**config.mk**
```make
export PLATFORM = sky130hd
export DESIGN_NAME = ipc_mailbox
export DESIGN_NICKNAME = d
export VERILOG_FILES = /design/src/rtl/ipc_mb_pkg.sv /design/src/rtl/mb_lane.sv /design/src/rtl/mb_bell.sv /design/src/rtl/mb_port.sv /design/src/rtl/ipc_mailbox.sv
export SDC_FILE = /design/constraint.sdc
export NUM_CORES = 1
export LEC_CHECK = 0
export BUFFER_PORTS_ARGS = -buffer_cell sky130_fd_sc_hd__buf_2
export CORE_AREA = 2 2 202 204
export CTS_BUF_LIST = sky130_fd_sc_hd__clkbuf_8
export CTS_CLUSTER_SIZE = 8
export DETAILED_ROUTE_END_ITERATION = 16
export DIE_AREA = 0 0 204 206
export GPL_TIMING_DRIVEN = 1
export PLACE_DENSITY = 0.62
export SETUP_SLACK_MARGIN = 0.3
export SLEW_MARGIN = 20
export SYNTH_ARGS = -nofsm -noshare
export SYNTH_HDL_FRONTEND = slang
export SYNTH_SLANG_ARGS = --single-unit
```
**constraint.sdc**
```tcl
create_clock -name clk_i -period 2.3 [get_ports clk_i]
set_input_delay 0.46 -clock clk_i [delete_from_list [all_inputs] [get_ports clk_i]]
set_output_delay 0.46 -clock clk_i [all_outputs]
set_load 0.1 [all_outputs]
```
**src/rtl/ipc_mb_pkg.sv**
```systemverilog
package ipc_mb_pkg;
  localparam int NCH       = 4;
  localparam int DW        = 32;
  localparam int AW        = 6;
  localparam int WW        = AW - 2;
  localparam int NFLAG     = 3;
  localparam int GIP_BASE  = 28;
  localparam int RF_BASE   = 24;
  localparam int TE_BASE   = 20;
  localparam int GIR_BASE  = 16;
  localparam logic [WW-1:0] W_STAT = WW'(2 * NCH);
  localparam logic [WW-1:0] W_CTRL = WW'(2 * NCH + 1);
endpackage

```
**src/rtl/mb_lane.sv**
```systemverilog
module mb_lane #(
  parameter int DW = 32
) (
  input  logic          clk_i,
  input  logic          rst_ni,
  input  logic          wr_i,
  input  logic [DW-1:0] wdata_i,
  input  logic          rd_i,
  output logic [DW-1:0] data_o,
  output logic          full_o
);
  always_ff @(posedge clk_i or negedge rst_ni) begin
    if (!rst_ni) begin
      data_o <= '0;
      full_o <= 1'b0;
    end else if (wr_i) begin
      data_o <= wdata_i;
      full_o <= 1'b1;
    end else if (rd_i) begin
      full_o <= 1'b0;
    end
  end

  a_r2_wr_fills: assert property (@(posedge clk_i) disable iff (!rst_ni)
    wr_i |=> full_o);
  a_r2_wr_loads: assert property (@(posedge clk_i) disable iff (!rst_ni)
    wr_i |=> data_o == $past(wdata_i));
  a_r3_rd_drains: assert property (@(posedge clk_i) disable iff (!rst_ni)
    (rd_i && !wr_i) |=> !full_o);
endmodule

```
**src/rtl/mb_bell.sv**
```systemverilog
module mb_bell (
  input  logic clk_i,
  input  logic rst_ni,
  input  logic set_i,
  input  logic clr_i,
  output logic pend_o
);
  // new request wins over a same-cycle acknowledge
  always_ff @(posedge clk_i or negedge rst_ni) begin
    if (!rst_ni)     pend_o <= 1'b0;
    else if (set_i)  pend_o <= 1'b1;
    else if (clr_i)  pend_o <= 1'b0;
  end

  a_r5_ring: assert property (@(posedge clk_i) disable iff (!rst_ni)
    set_i |=> pend_o);
  a_r6_ack: assert property (@(posedge clk_i) disable iff (!rst_ni)
    (clr_i && !set_i) |=> !pend_o);
  a_r6_hold: assert property (@(posedge clk_i) disable iff (!rst_ni)
    (!clr_i && !set_i) |=> $stable(pend_o));
endmodule

```
**src/rtl/mb_port.sv**
```systemverilog
module mb_port
  import ipc_mb_pkg::*;
(
  input  logic                    clk_i,
  input  logic                    rst_ni,
  input  logic [AW-1:0]           addr_i,
  input  logic                    wr_i,
  input  logic                    rd_i,
  input  logic [DW-1:0]           wdata_i,
  output logic [DW-1:0]           rdata_o,
  output logic                    irq_o,
  output logic [NCH-1:0]          tx_wr_o,
  output logic [NCH-1:0]          rx_rd_o,
  output logic [NCH-1:0]          gir_set_o,
  output logic [NCH-1:0]          gip_clr_o,
  output logic [NFLAG-1:0]        flags_o,
  input  logic [NCH-1:0]          tx_full_i,
  input  logic [NCH-1:0]          rx_full_i,
  input  logic [NCH-1:0][DW-1:0]  rx_data_i,
  input  logic [NCH-1:0]          gir_i,
  input  logic [NCH-1:0]          gip_i,
  input  logic [NFLAG-1:0]        peer_flags_i
);
  logic [WW-1:0]    word;
  logic             ctrl_wr, stat_wr;
  logic [NCH-1:0]   gie_q, rie_q, tie_q;
  logic [NFLAG-1:0] flag_q;
  logic [DW-1:0]    stat_v, ctrl_v;

  assign word    = addr_i[AW-1:2];
  assign ctrl_wr = wr_i && (word == W_CTRL);
  assign stat_wr = wr_i && (word == W_STAT);
  assign flags_o = flag_q;

  always_comb begin
    stat_v = '0;
    ctrl_v = '0;
    for (int n = 0; n < NCH; n++) begin
      stat_v[GIP_BASE + NCH - 1 - n] = gip_i[n];
      stat_v[RF_BASE  + NCH - 1 - n] = rx_full_i[n];
      stat_v[TE_BASE  + NCH - 1 - n] = ~tx_full_i[n];
      ctrl_v[GIP_BASE + NCH - 1 - n] = gie_q[n];
      ctrl_v[RF_BASE  + NCH - 1 - n] = rie_q[n];
      ctrl_v[TE_BASE  + NCH - 1 - n] = tie_q[n];
      ctrl_v[GIR_BASE + NCH - 1 - n] = gir_i[n];
      tx_wr_o[n]   = wr_i && (word == WW'(n));
      rx_rd_o[n]   = rd_i && (word == WW'(NCH + n));
      gir_set_o[n] = ctrl_wr && wdata_i[GIR_BASE + NCH - 1 - n];
      gip_clr_o[n] = stat_wr && wdata_i[GIP_BASE + NCH - 1 - n];
    end
    stat_v[NFLAG-1:0] = peer_flags_i;
    ctrl_v[NFLAG-1:0] = flag_q;
  end

  always_comb begin
    rdata_o = '0;
    if (word == W_STAT)      rdata_o = stat_v;
    else if (word == W_CTRL) rdata_o = ctrl_v;
    else begin
      for (int n = 0; n < NCH; n++)
        if (word == WW'(NCH + n)) rdata_o = rx_data_i[n];
    end
  end

  always_ff @(posedge clk_i or negedge rst_ni) begin
    if (!rst_ni) begin
      gie_q  <= '0;
      rie_q  <= '0;
      tie_q  <= '0;
      flag_q <= '0;
    end else if (ctrl_wr) begin
      for (int n = 0; n < NCH; n++) begin
        gie_q[n] <= wdata_i[GIP_BASE + NCH - 1 - n];
        rie_q[n] <= wdata_i[RF_BASE  + NCH - 1 - n];
        tie_q[n] <= wdata_i[TE_BASE  + NCH - 1 - n];
      end
      flag_q <= wdata_i[NFLAG-1:0];
    end
  end

  assign irq_o = |(gip_i & gie_q) | |(rx_full_i & rie_q) | |(~tx_full_i & tie_q);

  a_r4_enables_readback: assert property (@(posedge clk_i) disable iff (!rst_ni)
    ctrl_wr |=> ctrl_v[DW-1:TE_BASE] == $past(wdata_i[DW-1:TE_BASE]));
  a_r7_masked_quiet: assert property (@(posedge clk_i) disable iff (!rst_ni)
    (gie_q == '0 && rie_q == '0 && tie_q == '0) |-> !irq_o);
  a_r1_ctrl_cleared: assert property (@(posedge clk_i) disable iff (!rst_ni)
    $rose(rst_ni) |-> (gie_q == '0 && flag_q == '0));
endmodule

```
**src/rtl/ipc_mailbox.sv**
```systemverilog
module ipc_mailbox
  import ipc_mb_pkg::*;
(
  input  logic          clk_i,
  input  logic          rst_ni,
  input  logic [AW-1:0] a_addr_i,
  input  logic          a_wr_i,
  input  logic          a_rd_i,
  input  logic [DW-1:0] a_wdata_i,
  output logic [DW-1:0] a_rdata_o,
  output logic          a_irq_o,
  input  logic [AW-1:0] b_addr_i,
  input  logic          b_wr_i,
  input  logic          b_rd_i,
  input  logic [DW-1:0] b_wdata_i,
  output logic [DW-1:0] b_rdata_o,
  output logic          b_irq_o
);
  logic [NCH-1:0]         a_tx_wr, a_rx_rd, a_gir_set, a_gip_clr;
  logic [NCH-1:0]         b_tx_wr, b_rx_rd, b_gir_set, b_gip_clr;
  logic [NFLAG-1:0]       a_flags, b_flags;
  logic [NCH-1:0]         ab_full, ba_full, ab_bell, ba_bell;
  logic [NCH-1:0][DW-1:0] ab_data, ba_data;

  mb_port u_port_a (
    .clk_i, .rst_ni,
    .addr_i(a_addr_i), .wr_i(a_wr_i), .rd_i(a_rd_i), .wdata_i(a_wdata_i),
    .rdata_o(a_rdata_o), .irq_o(a_irq_o),
    .tx_wr_o(a_tx_wr), .rx_rd_o(a_rx_rd), .gir_set_o(a_gir_set), .gip_clr_o(a_gip_clr),
    .flags_o(a_flags),
    .tx_full_i(ab_full), .rx_full_i(ba_full), .rx_data_i(ba_data),
    .gir_i(ab_bell), .gip_i(ba_bell), .peer_flags_i(b_flags)
  );

  mb_port u_port_b (
    .clk_i, .rst_ni,
    .addr_i(b_addr_i), .wr_i(b_wr_i), .rd_i(b_rd_i), .wdata_i(b_wdata_i),
    .rdata_o(b_rdata_o), .irq_o(b_irq_o),
    .tx_wr_o(b_tx_wr), .rx_rd_o(b_rx_rd), .gir_set_o(b_gir_set), .gip_clr_o(b_gip_clr),
    .flags_o(b_flags),
    .tx_full_i(ba_full), .rx_full_i(ab_full), .rx_data_i(ab_data),
    .gir_i(ba_bell), .gip_i(ab_bell), .peer_flags_i(a_flags)
  );

  for (genvar n = 0; n < NCH; n++) begin : g_ch
    mb_lane #(.DW(DW)) u_lane_ab (
      .clk_i, .rst_ni, .wr_i(a_tx_wr[n]), .wdata_i(a_wdata_i),
      .rd_i(b_rx_rd[n]), .data_o(ab_data[n]), .full_o(ab_full[n])
    );
    mb_lane #(.DW(DW)) u_lane_ba (
      .clk_i, .rst_ni, .wr_i(b_tx_wr[n]), .wdata_i(b_wdata_i),
      .rd_i(a_rx_rd[n]), .data_o(ba_data[n]), .full_o(ba_full[n])
    );
    mb_bell u_bell_ab (
      .clk_i, .rst_ni, .set_i(a_gir_set[n]), .clr_i(b_gip_clr[n]), .pend_o(ab_bell[n])
    );
    mb_bell u_bell_ba (
      .clk_i, .rst_ni, .set_i(b_gir_set[n]), .clr_i(a_gip_clr[n]), .pend_o(ba_bell[n])
    );
  end

  a_r1_irq_low_after_reset: assert property (@(posedge clk_i) disable iff (!rst_ni)
    $rose(rst_ni) |-> (!a_irq_o && !b_irq_o));
endmodule

```
==> results_dict.tcl <==
set metrics [dict create \
    die_h_um 206 \
    cp_data_required_time_ps 1840 \
    tritoncts "yes" \
    tns_ps -469 \
    drive_gt1_share_pct 64.9 \
    synth-edff-count 0 \
    synthMostInstantiatedCell "dfrtp_1" \
    antenna_found_initial 2 \
    ys_warn_count 0 \
    hold_violations 0 \
    layout.nets 1361 \
    tightest_slew_ps 455 \
    io_pins 148 \
    wire_per_inst_um 21.9 \
    grt_usage_pct 19.9 \
    core_area_um2 40200 \
    ys_seq_elements 302 \
    setup_viol 13 \
    dp_hpwl_um 26200 \
    synth.distinct_cells 47 \
    finish.utilization_pct 50.4 \
    p_clk_share_pct 28.8 \
    internal-power_uw 12000 \
    start_util_pct 35.2 \
    hold_path.class "input port to flip-flop" \
    htreeDepth 2 \
    grt_setup_unrepaired "yes" \
    place.gp.congestion 0.823 \
    hold_path_depth 2 \
    clk_path_buf_depth 3 \
    worst_slack_ps -82.2 \
    whs_endpoint "g_ch[0].u_lane_ba.data_o[13]$_DFFE_PN0P_" \
    cts_sinks 302 \
    power_density_nw_per_um2 860 \
    cp_max_fo 3 \
    synth_cells 1042 \
    arrival_ps 1920 \
    synth-async-reset-ratio_pct 100 \
    synth_area_um2 14100 \
    slew_violations 0 \
    syn_area_per_cell_um2 13.6 \
    violations "negative setup slack" \
    synthesis.nets 1124 \
    antenna_left 0 \
    grt_max_degree 84 \
    drt_iter0_markers 386 \
    vias 9812 \
    clkSlewWorstSetupHoldPaths_ps 60 \
    ff2ff_path_depth 3 \
    ys_seq_area_share_pct 53.5 \
    period_needed_ps 2380 \
    fp.dieArea_um2 42000 \
    numCtsBuffers 54 \
    status "finished, violations left" \
    p_leak_uw 0.00872 \
    synthTopCellsByArea "dfrtp_1 54%, mux2_2 24%, mux4_2 4.0%" \
    drt_pre_antenna_iters 4 \
    maxCapViolations 0 \
    start_kind "flip-flop" \
    r2r_slack_ps 1280 \
    viasPerCell 5.29 \
    fill_cells 3455 \
    grt_pass1_wl_um 63800 \
    worstSetupEndpointType "output pin" \
    p_comb_share_pct 28.7 \
    clk-insertion-delay-late_ps 610 \
    vdd_drop_max_mv 0.524 \
    yosysTopAreaCellShare_pct 53.5 \
    grt_overflow 0 \
    startpoint "g_ch[0].u_lane_ba.full_o$_DFFE_PN0P_" \
    min_from "b_wdata_i[13]" \
    grt_pass1_vias 10400 \
    p_seq_share_pct 42.5 \
    drc 0 \
    worstSetupPathType "flip-flop to output pin" \
    root_buffer "clkbuf_8" \
    fin_crit_sh_pct 104 \
    num_rows 74 \
    rr_endpoint "g_ch[1].u_lane_ba.data_o[25]$_DFFE_PN0P_" \
    synth_top_area_cell "dfrtp_1" \
    synth_ff_type "dfrtp_1" \
    r2r_start "g_ch[1].u_lane_ba.data_o[25]$_DFFE_PN0P_" \
    fin_skew_ps 0 \
    drt-total-wl_um 40600 \
    max_freq_ghz 0.420 \
    die_w_um 204 \
    finish.instance_area_um2 20200 \
    areaGrowthSynthToFinish_pct 43.3 \
    synthTopCellsByCount "302 x dfrtp_1, 296 x mux2_2, 42 x buf_2" \
    slew-limit-headroom_pct 69.7 \
    io_buffer_count 143 \
    dpl_cell_area_um2 17700 \
    swShare_pct 31.3 \
    power.switching_uw 5450 \
]
per-layer routing:
layer	vias to the layer above	global-route usage, %	wire, um
met5	-	0	12
met4	2	5.69	905
met3	69	4.49	2200
met2	229	31.6	19200
met1	5144	27.3	18400
li1	4368	-	-
stage by stage:
step | instances | worst slack, ps | power, uW | hold WS, ps
after floorplan | 1042 | -22.1 | 10300 | 164
after global placement | 1700 | -84.8 | 11500 | 318
after detailed placement | 1700 | -86.7 | 11700 | 317
after CTS | 1836 | -121 | 17400 | 63.7
after global routing | 1852 | -147 | 18300 | 74.9
final | 1854 | -82.2 | 17400 | 121
cell usage in the layout (no fill, tap or decap), types with 5 or more instances in the layout:
master    count
dfrtp_2      15
clkinv_2      5
dfrtp_1     287
buf_6        22
nand2b_4     16
nor2b_1      15
o21ai_0       6
nor2_1       15
inv_1        32
and2_4       27
nand3_2       6
o22ai_4       6
nand2_1      12
a22oi_2      13
a32oi_4      10
mux4_2       25
clkbuf_8     68
o22ai_1       8
nor2b_4      11
o21ai_1      16
buf_4        57
a21oi_4      12
buf_2        70
o22ai_2       6
mux2_4       18
o21a_1       11
buf_12       97
o21ai_4      16
mux2i_1      10
mux2_2      284
a22o_1       19
a221o_4      11
nand3_1       9
o221ai_4      5
critical path, cell delays in order (launching register included):
cell and delay, ps:
dfrtp_2 440, a22o_1 240, a221oi_2 270, nand3_2 150, buf_12 200
power groups by stage:
stage	combinational [uW]	clock (uW)	sequential (uW)
6_report	5000	5010	7390
2_1_floorplan	3210	0	7140
3_5_place_dp	4260	0	7410
3_3_place_gp	4180	0	7340
4_1_cts	4840	5180	7370
5_1_grt	5300	5430	7540
flip-flops by register name (all words and copies together) (netlist names):
| register | flops |
|---|---|
| g_ch.u_lane_ab.full_o | 4 |
| u_port_b.rie_q | 4 |
| g_ch.u_lane_ab.data_o | 128 |
| g_ch.u_lane_ba.full_o | 4 |
| u_port_a.tie_q | 4 |
| u_port_b.flags_o | 3 |
| g_ch.u_lane_ba.data_o | 128 |
| u_port_b.gie_q | 4 |
| u_port_a.rie_q | 4 |
| g_ch.u_bell_ba.pend_o | 4 |
| g_ch.u_bell_ab.pend_o | 4 |
| u_port_b.tie_q | 4 |
| u_port_a.flags_o | 3 |
| u_port_a.gie_q | 4 |
how the worst max path moves through the flow:
stage	cells past startpoint	to	slack [ps]
final	4	a_irq_o	-80
after global routing	5	a_rdata_o[27]	-150
after CTS	4	a_irq_o	-120
after detailed placement	6	a_rdata_o[1]	-90
after global placement	6	a_rdata_o[0]	-80
after floorplan	6	a_rdata_o[18]	-20
final cells by class:
type | instances | area (um2) | share of cell area (%)
Timing Repair Buffer | 255 | 3160 | 15.6
Clock buffer | 68 | 936 | 4.62
Clock inverter | 29 | 145 | 0.717
Multi-Input combinational cell | 654 | 7700 | 38.0
Inverter | 12 | 50.0 | 0.247
Sequential cell | 302 | 7580 | 37.4
Antenna cell | 2 | 5.00 | 0.0247
Tap cell | 532 | 666 | 3.29
logic make-up (layout without fill, tap and decap cells):
| kind of cell | count (synthesis) | after routing | synth area share (%) |
|---|---|---|---|
| other cells | 0 | 2 | 0 |
| buf+inv | 88 | 364 | 3.00 |
| compound gates | 168 | 168 | 8.37 |
| flops | 302 | 302 | 53.5 |
| simple gates | 145 | 147 | 6.04 |
| mux | 339 | 339 | 29.1 |
timing repair:
item / CTS / global route
setup buffers: 32 / 16
endpoints found under the setup margin: 66 / 66
pin swaps: 65 / 16
hold buffers: 1 / 0
hold endpoints to repair: 71 / 0
cloned: 6 / 0
resized for setup: 182 / 31
(Power assumes the default switching activity.)
